**src/rtl/trn_pkg.sv**
```systemverilog
package trn_pkg;
    localparam int TRN_NUM_LREG = 8;
    localparam int TRN_NUM_PREG = 64;
    localparam int TRN_NUM_CKPT = 4;

    typedef enum logic [1:0] {
        RST_NONE   = 2'd0,
        RST_BRANCH = 2'd1,
        RST_EXCEPT = 2'd2
    } restore_e;

    function automatic restore_e pick_restore(input logic exc, input logic misp);
        if (exc)       return RST_EXCEPT;
        else if (misp) return RST_BRANCH;
        else           return RST_NONE;
    endfunction
endpackage

```
**src/rtl/trn_freelist.sv**
```systemverilog
module trn_freelist #(
    parameter int NUM_LREG = 8,
    parameter int NUM_PREG = 64,
    parameter int PREG_W   = $clog2(NUM_PREG)
) (
    input  logic                       clk,
    input  logic                       rst,
    input  logic [NUM_LREG-1:0]        want_mask,
    input  logic                       alloc_en,
    input  logic                       load_en,
    input  logic [NUM_PREG-1:0]        load_bits,
    output logic [NUM_LREG*PREG_W-1:0] picks,
    output logic                       enough,
    output logic [NUM_PREG-1:0]        free_bits
);
    logic [NUM_PREG-1:0] free_q;
    logic [NUM_PREG-1:0] remain;

    always_comb begin
        logic found;
        remain = free_q;
        picks  = '0;
        for (int i = 0; i < NUM_LREG; i++) begin
            found = 1'b0;
            if (want_mask[i]) begin
                for (int p = 0; p < NUM_PREG; p++) begin
                    if (!found && remain[p]) begin
                        picks[i*PREG_W +: PREG_W] = PREG_W'(p);
                        remain[p] = 1'b0;
                        found = 1'b1;
                    end
                end
            end
        end
    end

    assign enough    = $countones(free_q) >= $countones(want_mask);
    assign free_bits = free_q;

    always_ff @(posedge clk) begin
        if (rst) begin
            for (int p = 0; p < NUM_PREG; p++)
                free_q[p] <= (p >= NUM_LREG);
        end else if (load_en) begin
            free_q <= load_bits;
        end else if (alloc_en) begin
            free_q <= remain;
        end
    end
endmodule

```
**src/rtl/trn_ckpt_ctrl.sv**
```systemverilog
module trn_ckpt_ctrl #(
    parameter int NUM_CKPT = 4,
    parameter int CKPT_W   = $clog2(NUM_CKPT)
) (
    input  logic                clk,
    input  logic                rst,
    input  logic                alloc_en,
    input  logic                release_en,
    input  logic [CKPT_W-1:0]   release_id,
    input  logic                rollback_en,
    input  logic [CKPT_W-1:0]   rollback_id,
    input  logic                flush_all,
    output logic                slot_avail,
    output logic [CKPT_W-1:0]   alloc_id,
    output logic [NUM_CKPT-1:0] slot_valid
);
    logic [NUM_CKPT-1:0] valid_q;
    // younger_q[j][k] set: slot k was claimed after slot j
    logic [NUM_CKPT-1:0] younger_q [NUM_CKPT];
    logic [NUM_CKPT-1:0] kill_mask;

    always_comb begin
        alloc_id = '0;
        for (int s = NUM_CKPT - 1; s >= 0; s--)
            if (!valid_q[s]) alloc_id = CKPT_W'(s);
    end

    assign slot_avail = ~&valid_q;
    assign slot_valid = valid_q;

    always_comb begin
        kill_mask = younger_q[rollback_id];
        kill_mask[rollback_id] = 1'b1;
    end

    always_ff @(posedge clk) begin
        if (rst) begin
            valid_q <= '0;
            for (int j = 0; j < NUM_CKPT; j++) younger_q[j] <= '0;
        end else if (flush_all) begin
            valid_q <= '0;
        end else if (rollback_en) begin
            valid_q <= valid_q & ~kill_mask;
        end else begin
            if (alloc_en) begin
                for (int j = 0; j < NUM_CKPT; j++)
                    if (valid_q[j]) younger_q[j][alloc_id] <= 1'b1;
                younger_q[alloc_id] <= '0;
            end
            for (int s = 0; s < NUM_CKPT; s++) begin
                if (alloc_en && alloc_id == CKPT_W'(s))
                    valid_q[s] <= 1'b1;
                else if (release_en && release_id == CKPT_W'(s))
                    valid_q[s] <= 1'b0;
            end
        end
    end
endmodule

```
**src/rtl/trn_shadow_store.sv**
```systemverilog
module trn_shadow_store #(
    parameter int NUM_CKPT = 4,
    parameter int NUM_LREG = 8,
    parameter int NUM_PREG = 64,
    parameter int PREG_W   = $clog2(NUM_PREG),
    parameter int CKPT_W   = $clog2(NUM_CKPT)
) (
    input  logic                       clk,
    input  logic                       rst,
    input  logic                       wr_en,
    input  logic [CKPT_W-1:0]          wr_id,
    input  logic [NUM_LREG*PREG_W-1:0] wr_map,
    input  logic [NUM_PREG-1:0]        wr_free,
    input  logic [CKPT_W-1:0]          rd_id,
    output logic [NUM_LREG*PREG_W-1:0] rd_map,
    output logic [NUM_PREG-1:0]        rd_free
);
    logic [NUM_LREG*PREG_W-1:0] map_slot  [NUM_CKPT];
    logic [NUM_PREG-1:0]        free_slot [NUM_CKPT];

    for (genvar s = 0; s < NUM_CKPT; s++) begin : g_slot
        always_ff @(posedge clk) begin
            if (rst) begin
                map_slot[s]  <= '0;
                free_slot[s] <= '0;
            end else if (wr_en && wr_id == CKPT_W'(s)) begin
                map_slot[s]  <= wr_map;
                free_slot[s] <= wr_free;
            end
        end
    end

    assign rd_map  = map_slot[rd_id];
    assign rd_free = free_slot[rd_id];
endmodule

```
**src/rtl/trn_global_rename.sv**
```systemverilog
module trn_global_rename
    import trn_pkg::*;
#(
    parameter int NUM_LREG = TRN_NUM_LREG,
    parameter int NUM_PREG = TRN_NUM_PREG,
    parameter int NUM_CKPT = TRN_NUM_CKPT,
    localparam int PREG_W  = $clog2(NUM_PREG),
    localparam int CKPT_W  = $clog2(NUM_CKPT),
    localparam int MAP_W   = NUM_LREG * PREG_W
) (
    input  logic                clk,
    input  logic                rst,
    input  logic                ren_valid,
    output logic                ren_ready,
    input  logic [NUM_LREG-1:0] ren_livein_mask,
    input  logic [NUM_LREG-1:0] ren_liveout_mask,
    input  logic                resolve_valid,
    input  logic [CKPT_W-1:0]   resolve_ckpt,
    input  logic                mispredict_valid,
    input  logic [CKPT_W-1:0]   mispredict_ckpt,
    input  logic                exception_valid,
    input  logic [MAP_W-1:0]    arch_map_flat,
    output logic                out_valid,
    output logic [CKPT_W-1:0]   out_ckpt_id,
    output logic [MAP_W-1:0]    out_livein_map,
    output logic [MAP_W-1:0]    out_liveout_new,
    output logic [MAP_W-1:0]    out_liveout_prev
);
    logic [MAP_W-1:0]    map_q;
    logic [MAP_W-1:0]    picks;
    logic [NUM_PREG-1:0] fl_free_bits;
    logic [NUM_PREG-1:0] fl_load_bits;
    logic [NUM_PREG-1:0] arch_used;
    logic [MAP_W-1:0]    sh_map;
    logic [NUM_PREG-1:0] sh_free;
    logic [NUM_CKPT-1:0] ck_valid;
    logic [CKPT_W-1:0]   ck_alloc_id;
    logic                ck_avail;
    logic                fl_enough;
    logic                accept;
    restore_e            restore;

    assign restore   = pick_restore(exception_valid, mispredict_valid);
    assign ren_ready = fl_enough && ck_avail && (restore == RST_NONE);
    assign accept    = ren_valid && ren_ready;

    always_comb begin
        arch_used = '0;
        for (int i = 0; i < NUM_LREG; i++)
            arch_used[arch_map_flat[i*PREG_W +: PREG_W]] = 1'b1;
        fl_load_bits = (restore == RST_EXCEPT) ? ~arch_used : sh_free;
    end

    trn_freelist #(
        .NUM_LREG (NUM_LREG),
        .NUM_PREG (NUM_PREG)
    ) u_freelist (
        .clk       (clk),
        .rst       (rst),
        .want_mask (ren_liveout_mask),
        .alloc_en  (accept),
        .load_en   (restore != RST_NONE),
        .load_bits (fl_load_bits),
        .picks     (picks),
        .enough    (fl_enough),
        .free_bits (fl_free_bits)
    );

    trn_ckpt_ctrl #(
        .NUM_CKPT (NUM_CKPT)
    ) u_ckpt (
        .clk         (clk),
        .rst         (rst),
        .alloc_en    (accept),
        .release_en  (resolve_valid),
        .release_id  (resolve_ckpt),
        .rollback_en (restore == RST_BRANCH),
        .rollback_id (mispredict_ckpt),
        .flush_all   (restore == RST_EXCEPT),
        .slot_avail  (ck_avail),
        .alloc_id    (ck_alloc_id),
        .slot_valid  (ck_valid)
    );

    trn_shadow_store #(
        .NUM_CKPT (NUM_CKPT),
        .NUM_LREG (NUM_LREG),
        .NUM_PREG (NUM_PREG)
    ) u_shadow (
        .clk     (clk),
        .rst     (rst),
        .wr_en   (accept),
        .wr_id   (ck_alloc_id),
        .wr_map  (map_q),
        .wr_free (fl_free_bits),
        .rd_id   (mispredict_ckpt),
        .rd_map  (sh_map),
        .rd_free (sh_free)
    );

    // global map table
    always_ff @(posedge clk) begin
        if (rst) begin
            for (int i = 0; i < NUM_LREG; i++)
                map_q[i*PREG_W +: PREG_W] <= PREG_W'(i);
        end else if (restore == RST_EXCEPT) begin
            map_q <= arch_map_flat;
        end else if (restore == RST_BRANCH) begin
            map_q <= sh_map;
        end else if (accept) begin
            for (int i = 0; i < NUM_LREG; i++)
                if (ren_liveout_mask[i])
                    map_q[i*PREG_W +: PREG_W] <= picks[i*PREG_W +: PREG_W];
        end
    end

    // result register
    always_ff @(posedge clk) begin
        if (rst) begin
            out_valid        <= 1'b0;
            out_ckpt_id      <= '0;
            out_livein_map   <= '0;
            out_liveout_new  <= '0;
            out_liveout_prev <= '0;
        end else begin
            out_valid <= accept;
            if (accept) begin
                out_ckpt_id     <= ck_alloc_id;
                out_liveout_new <= picks;
                for (int i = 0; i < NUM_LREG; i++) begin
                    out_livein_map[i*PREG_W +: PREG_W] <=
                        ren_livein_mask[i] ? map_q[i*PREG_W +: PREG_W] : '0;
                    out_liveout_prev[i*PREG_W +: PREG_W] <=
                        ren_liveout_mask[i] ? map_q[i*PREG_W +: PREG_W] : '0;
                end
            end
        end
    end
endmodule

```
**config.mk**
```make
export PLATFORM = sky130hd
export DESIGN_NAME = trn_global_rename
export DESIGN_NICKNAME = d
export VERILOG_FILES = /design/src/rtl/trn_pkg.sv /design/src/rtl/trn_freelist.sv /design/src/rtl/trn_ckpt_ctrl.sv /design/src/rtl/trn_shadow_store.sv /design/src/rtl/trn_global_rename.sv
export SDC_FILE = /design/constraint.sdc
export NUM_CORES = 2
export LEC_CHECK = 0
export ABC_AREA = 1
export CORE_MARGIN = 3
export CORE_UTILIZATION = 60
export CTS_BUF_LIST = sky130_fd_sc_hd__clkbuf_8
export CTS_CLUSTER_DIAMETER = 80
export DETAILED_ROUTE_END_ITERATION = 16
export GPL_TIMING_DRIVEN = 1
export PLACE_DENSITY = 0.79
export SLEW_MARGIN = 20
export SYNTH_ARGS = -nofsm -noshare
export SYNTH_HDL_FRONTEND = slang
export SYNTH_SLANG_ARGS = --single-unit
```
**constraint.sdc**
```tcl
create_clock -name clk -period 32.1 [get_ports clk]
set_input_delay 6.42 -clock clk [delete_from_list [all_inputs] [get_ports clk]]
set_output_delay 6.42 -clock clk [all_outputs]
set_load 0.02 [all_outputs]
```
==> metrics.md <==
| Metric | Value |
|---|---|
| GP Congestion | `1.12` |
| Synth-to-Final Area Change | `10.5%` |
| Initial cell density of the core | `about 60%` |
| Vias per cell | `approximately 6.7` |
| Ys flop type | `edfxtp_1` |
| Synthesized area per cell | `7.40 µm²` |
| Post-synth EDFFs | `448` |
| First-pass GRT wire length | `roughly 300000 µm` |
| Largest area contributor in the netlist | `edfxtp_1` |
| CTS max path bufs | `3` |
| CP Data Required Time | `between 20 and 30 ns` |
| Crit Path Max Fanout | `59` |
| Sequential area share after synthesis | `37.6%` |
| Post-Route WL | `between 200000 and 250000 µm` |
| Finished Layout Cells | `between 8000 and 9000` |
| Detailed placement HPWL | `between 150000 and 200000 µm` |
| Insertion delay to the later sink of the worst-skew pair | `0.82 ns` |
| I/O pins | `about 220` |
| Area of the core | `~83000 µm²` |
| Synth async-reset ratio | `0%` |
| Die area | `approximately 88000 µm²` |
| Row count | `around 110` |
| GRT Util Overall | `around 46%` |
| DRC violation count after routing | `0` |
| Post-CTS Hold Buffers | `0` |
| Die width | `between 200 and 300 µm` |
| Most instantiated library cell after synthesis | `nor2_1` |
| CTS resizes | `0` |
| CTS tree | `yes` |
| Failing checks | `capacitance limit` |
| Cells after Synth | `between 6000 and 7000` |
| Port Buffers | `221` |
| Largest cells by area after synthesis | `edfxtp_1, dfxtp_1, nor2_1` |
| CTS clk-pin slew, worst paths | `~0.060 ns` |
| Final setup viols | `0` |
| Worst setup path category | `in2out` |
| Number of distinct library cells after synthesis | `74` |
| Max-Cap Viols | `1` |
| Layout Nets | `7146` |
| Slew @ Worst Pin | `roughly 1.4 ns` |
| CP startpoint kind | `input port` |
| Wire length per cell | `around 25 µm` |
| Initial antenna violation count | `18` |
| Type of the most critical hold path | `reg2reg` |
| Fin. max-slew vios | `0` |
| Setup bufs post-CTS | `0` |
| Rel. slew slack | `roughly 2.1%` |
| Final TNS setup | `0 ns` |
| Min cycle time layout | `approximately 18 ns` |
| Vias in the first global route | `about 49000` |
| FMAX | `about 55 MHz` |
| Clk sinks | `around 720` |
| Antenna violation net count after detailed routing | `0` |
| H-tree depth | `3` |
| Final worst-path cycle share | `around 56%` |
| Syn_nets | `approximately 7000` |
| DR vias | `around 54000` |
| Pre-antenna DRT Iters | `11` |
| Post-synth top cells | `nor2_1, nand2_1, nand3_1, inv_1, edfxtp_1` |
| Cell chosen for the clock root | `clkbuf_8` |
| Min-delay src | `out_liveout_prev[6]` |
| Cts bufs inserted | `114` |
| Setup crit end kind | `output pin` |
| Status | `finished with violations` |
| Cells after DPL | `~8000` |
| Critical path arrival | `about 12 ns` |
| Die Y | `296 µm` |
| Mapped Area | `between 50000 and 60000 µm²` |
| Worst Setup SP | `ren_liveout_mask[2]` |
| Post-synthesis register bit count | `~720` |
| Total grt overflow | `0` |
| DR iter-0 viols | `roughly 8200` |
| Layout Skew | `approximately 0.086 ns` |
| Synth top area share | `26.7%` |
| RR Startpoint | `u_freelist.free_bits[62]` |
| RSZ-0062 raised after global routing | `false` |
| Largest net degree at the start of global routing | `100` |
| Layout cells sized above 1 | `a little under an eighth` |
| Final core occ | `67.5%` |
| Yosys Warn Count | `0` |
| Final hold violations | `0` |
through the flow:
stage                     hold WS (ns)  instance area [µm²]  worst slack [ns]
final                            0.467                55800             13.97
after CTS                        0.466                55700             13.98
after global placement           0.450                53400             14.03
after detailed placement         0.457                53400             13.98
after floorplan                  0.437                50500             13.76
after global routing             0.488                55700             13.87
cells by family (layout without fill, tap and decap cells):
family | count (synthesis) | after routing | share of synthesized area (%)
buffers and inverters | 1124 | 1361 | 8.77
DFF | 723 | 723 | 37.6
xor gates and xnor gates | 1 | 1 | 0.0174
adders and majority gates | 120 | 120 | 3.93
and+or+nand+nor | 3403 | 3403 | 32.0
other | 0 | 14 | 0
AOI/OAI and AO/OA | 1445 | 1445 | 17.7
critical path: stages:
cell and delay [ns]:
buf_2 0.81, ha_1 0.40, fa_1 0.40, fa_1 0.49, ha_1 0.22, fa_1 0.48, inv_1 0.05, ha_1 0.26
o21a_1 0.10, o21ai_0 0.17, nand3_1 0.11, a211oi_1 0.90, nor2_1 0.23, clkdlybuf4s50_1 0.62
area by class of cell:
cell class	count	area, µm²
Timing Repair Buffer	281	2620
Clock buffer	126	1730
Inverter	863	3260
Sequential cell	723	19000
Antenna cell	14	35.0
Tap cell	1070	1340
Clock inverter	91	612
Multi-Input combinational cell	4969	27200
Fill cell	6940	26900
layer usage:
metal / up-vias / routed length [µm] / global-route usage (%)
met3: 786 / 31400 / 16.2
li1: 24200 / - / -
met4: 12 / 13800 / 25.2
met5: - / 167 / 0.867
met2: 4235 / 84700 / 65.2
met1: 25200 / 76800 / 60.8
sequential cells by signal, summed over array words and instances (netlist names):
signal,cells
out_liveout_prev,48
out_liveout_new,48
u_shadow.free_slot,256
u_freelist.free_bits,64
out_livein_map,48
out_valid,1
u_shadow.map_slot,192
map_q,48
out_ckpt_id,2
u_ckpt.younger_q,12
u_ckpt.slot_valid,4
path summary, 6_finish.rpt:
kind                         endpoint  slack (ns)  cells past startpoint
max reg2reg  u_shadow.map_slot[0][12]       21.57                     29
min               out_liveout_prev[6]        0.47                      2
max                         ren_ready       13.97                     14
min reg2reg       out_liveout_prev[6]        0.47                      2
cells in the final DEF, fill, tap and decap left out, types with 56 or more instances in the layout:
cell,n
o21ai_0,368
fa_1,64
dfxtp_1,275
o22ai_1,134
ha_1,56
nand4_1,258
nor2_2,117
clkdlybuf4s50_1,212
nand2_1,939
edfxtp_1,448
nor2_1,989
clkbuf_8,126
nand3_1,630
a22oi_1,170
buf_4,62
a21oi_1,383
nand2_2,98
inv_2,217
inv_1,658
nor3_1,159
Power is not shown: default switching activity piles up to over one toggle a cycle in this logic, so the estimate is an artifact.
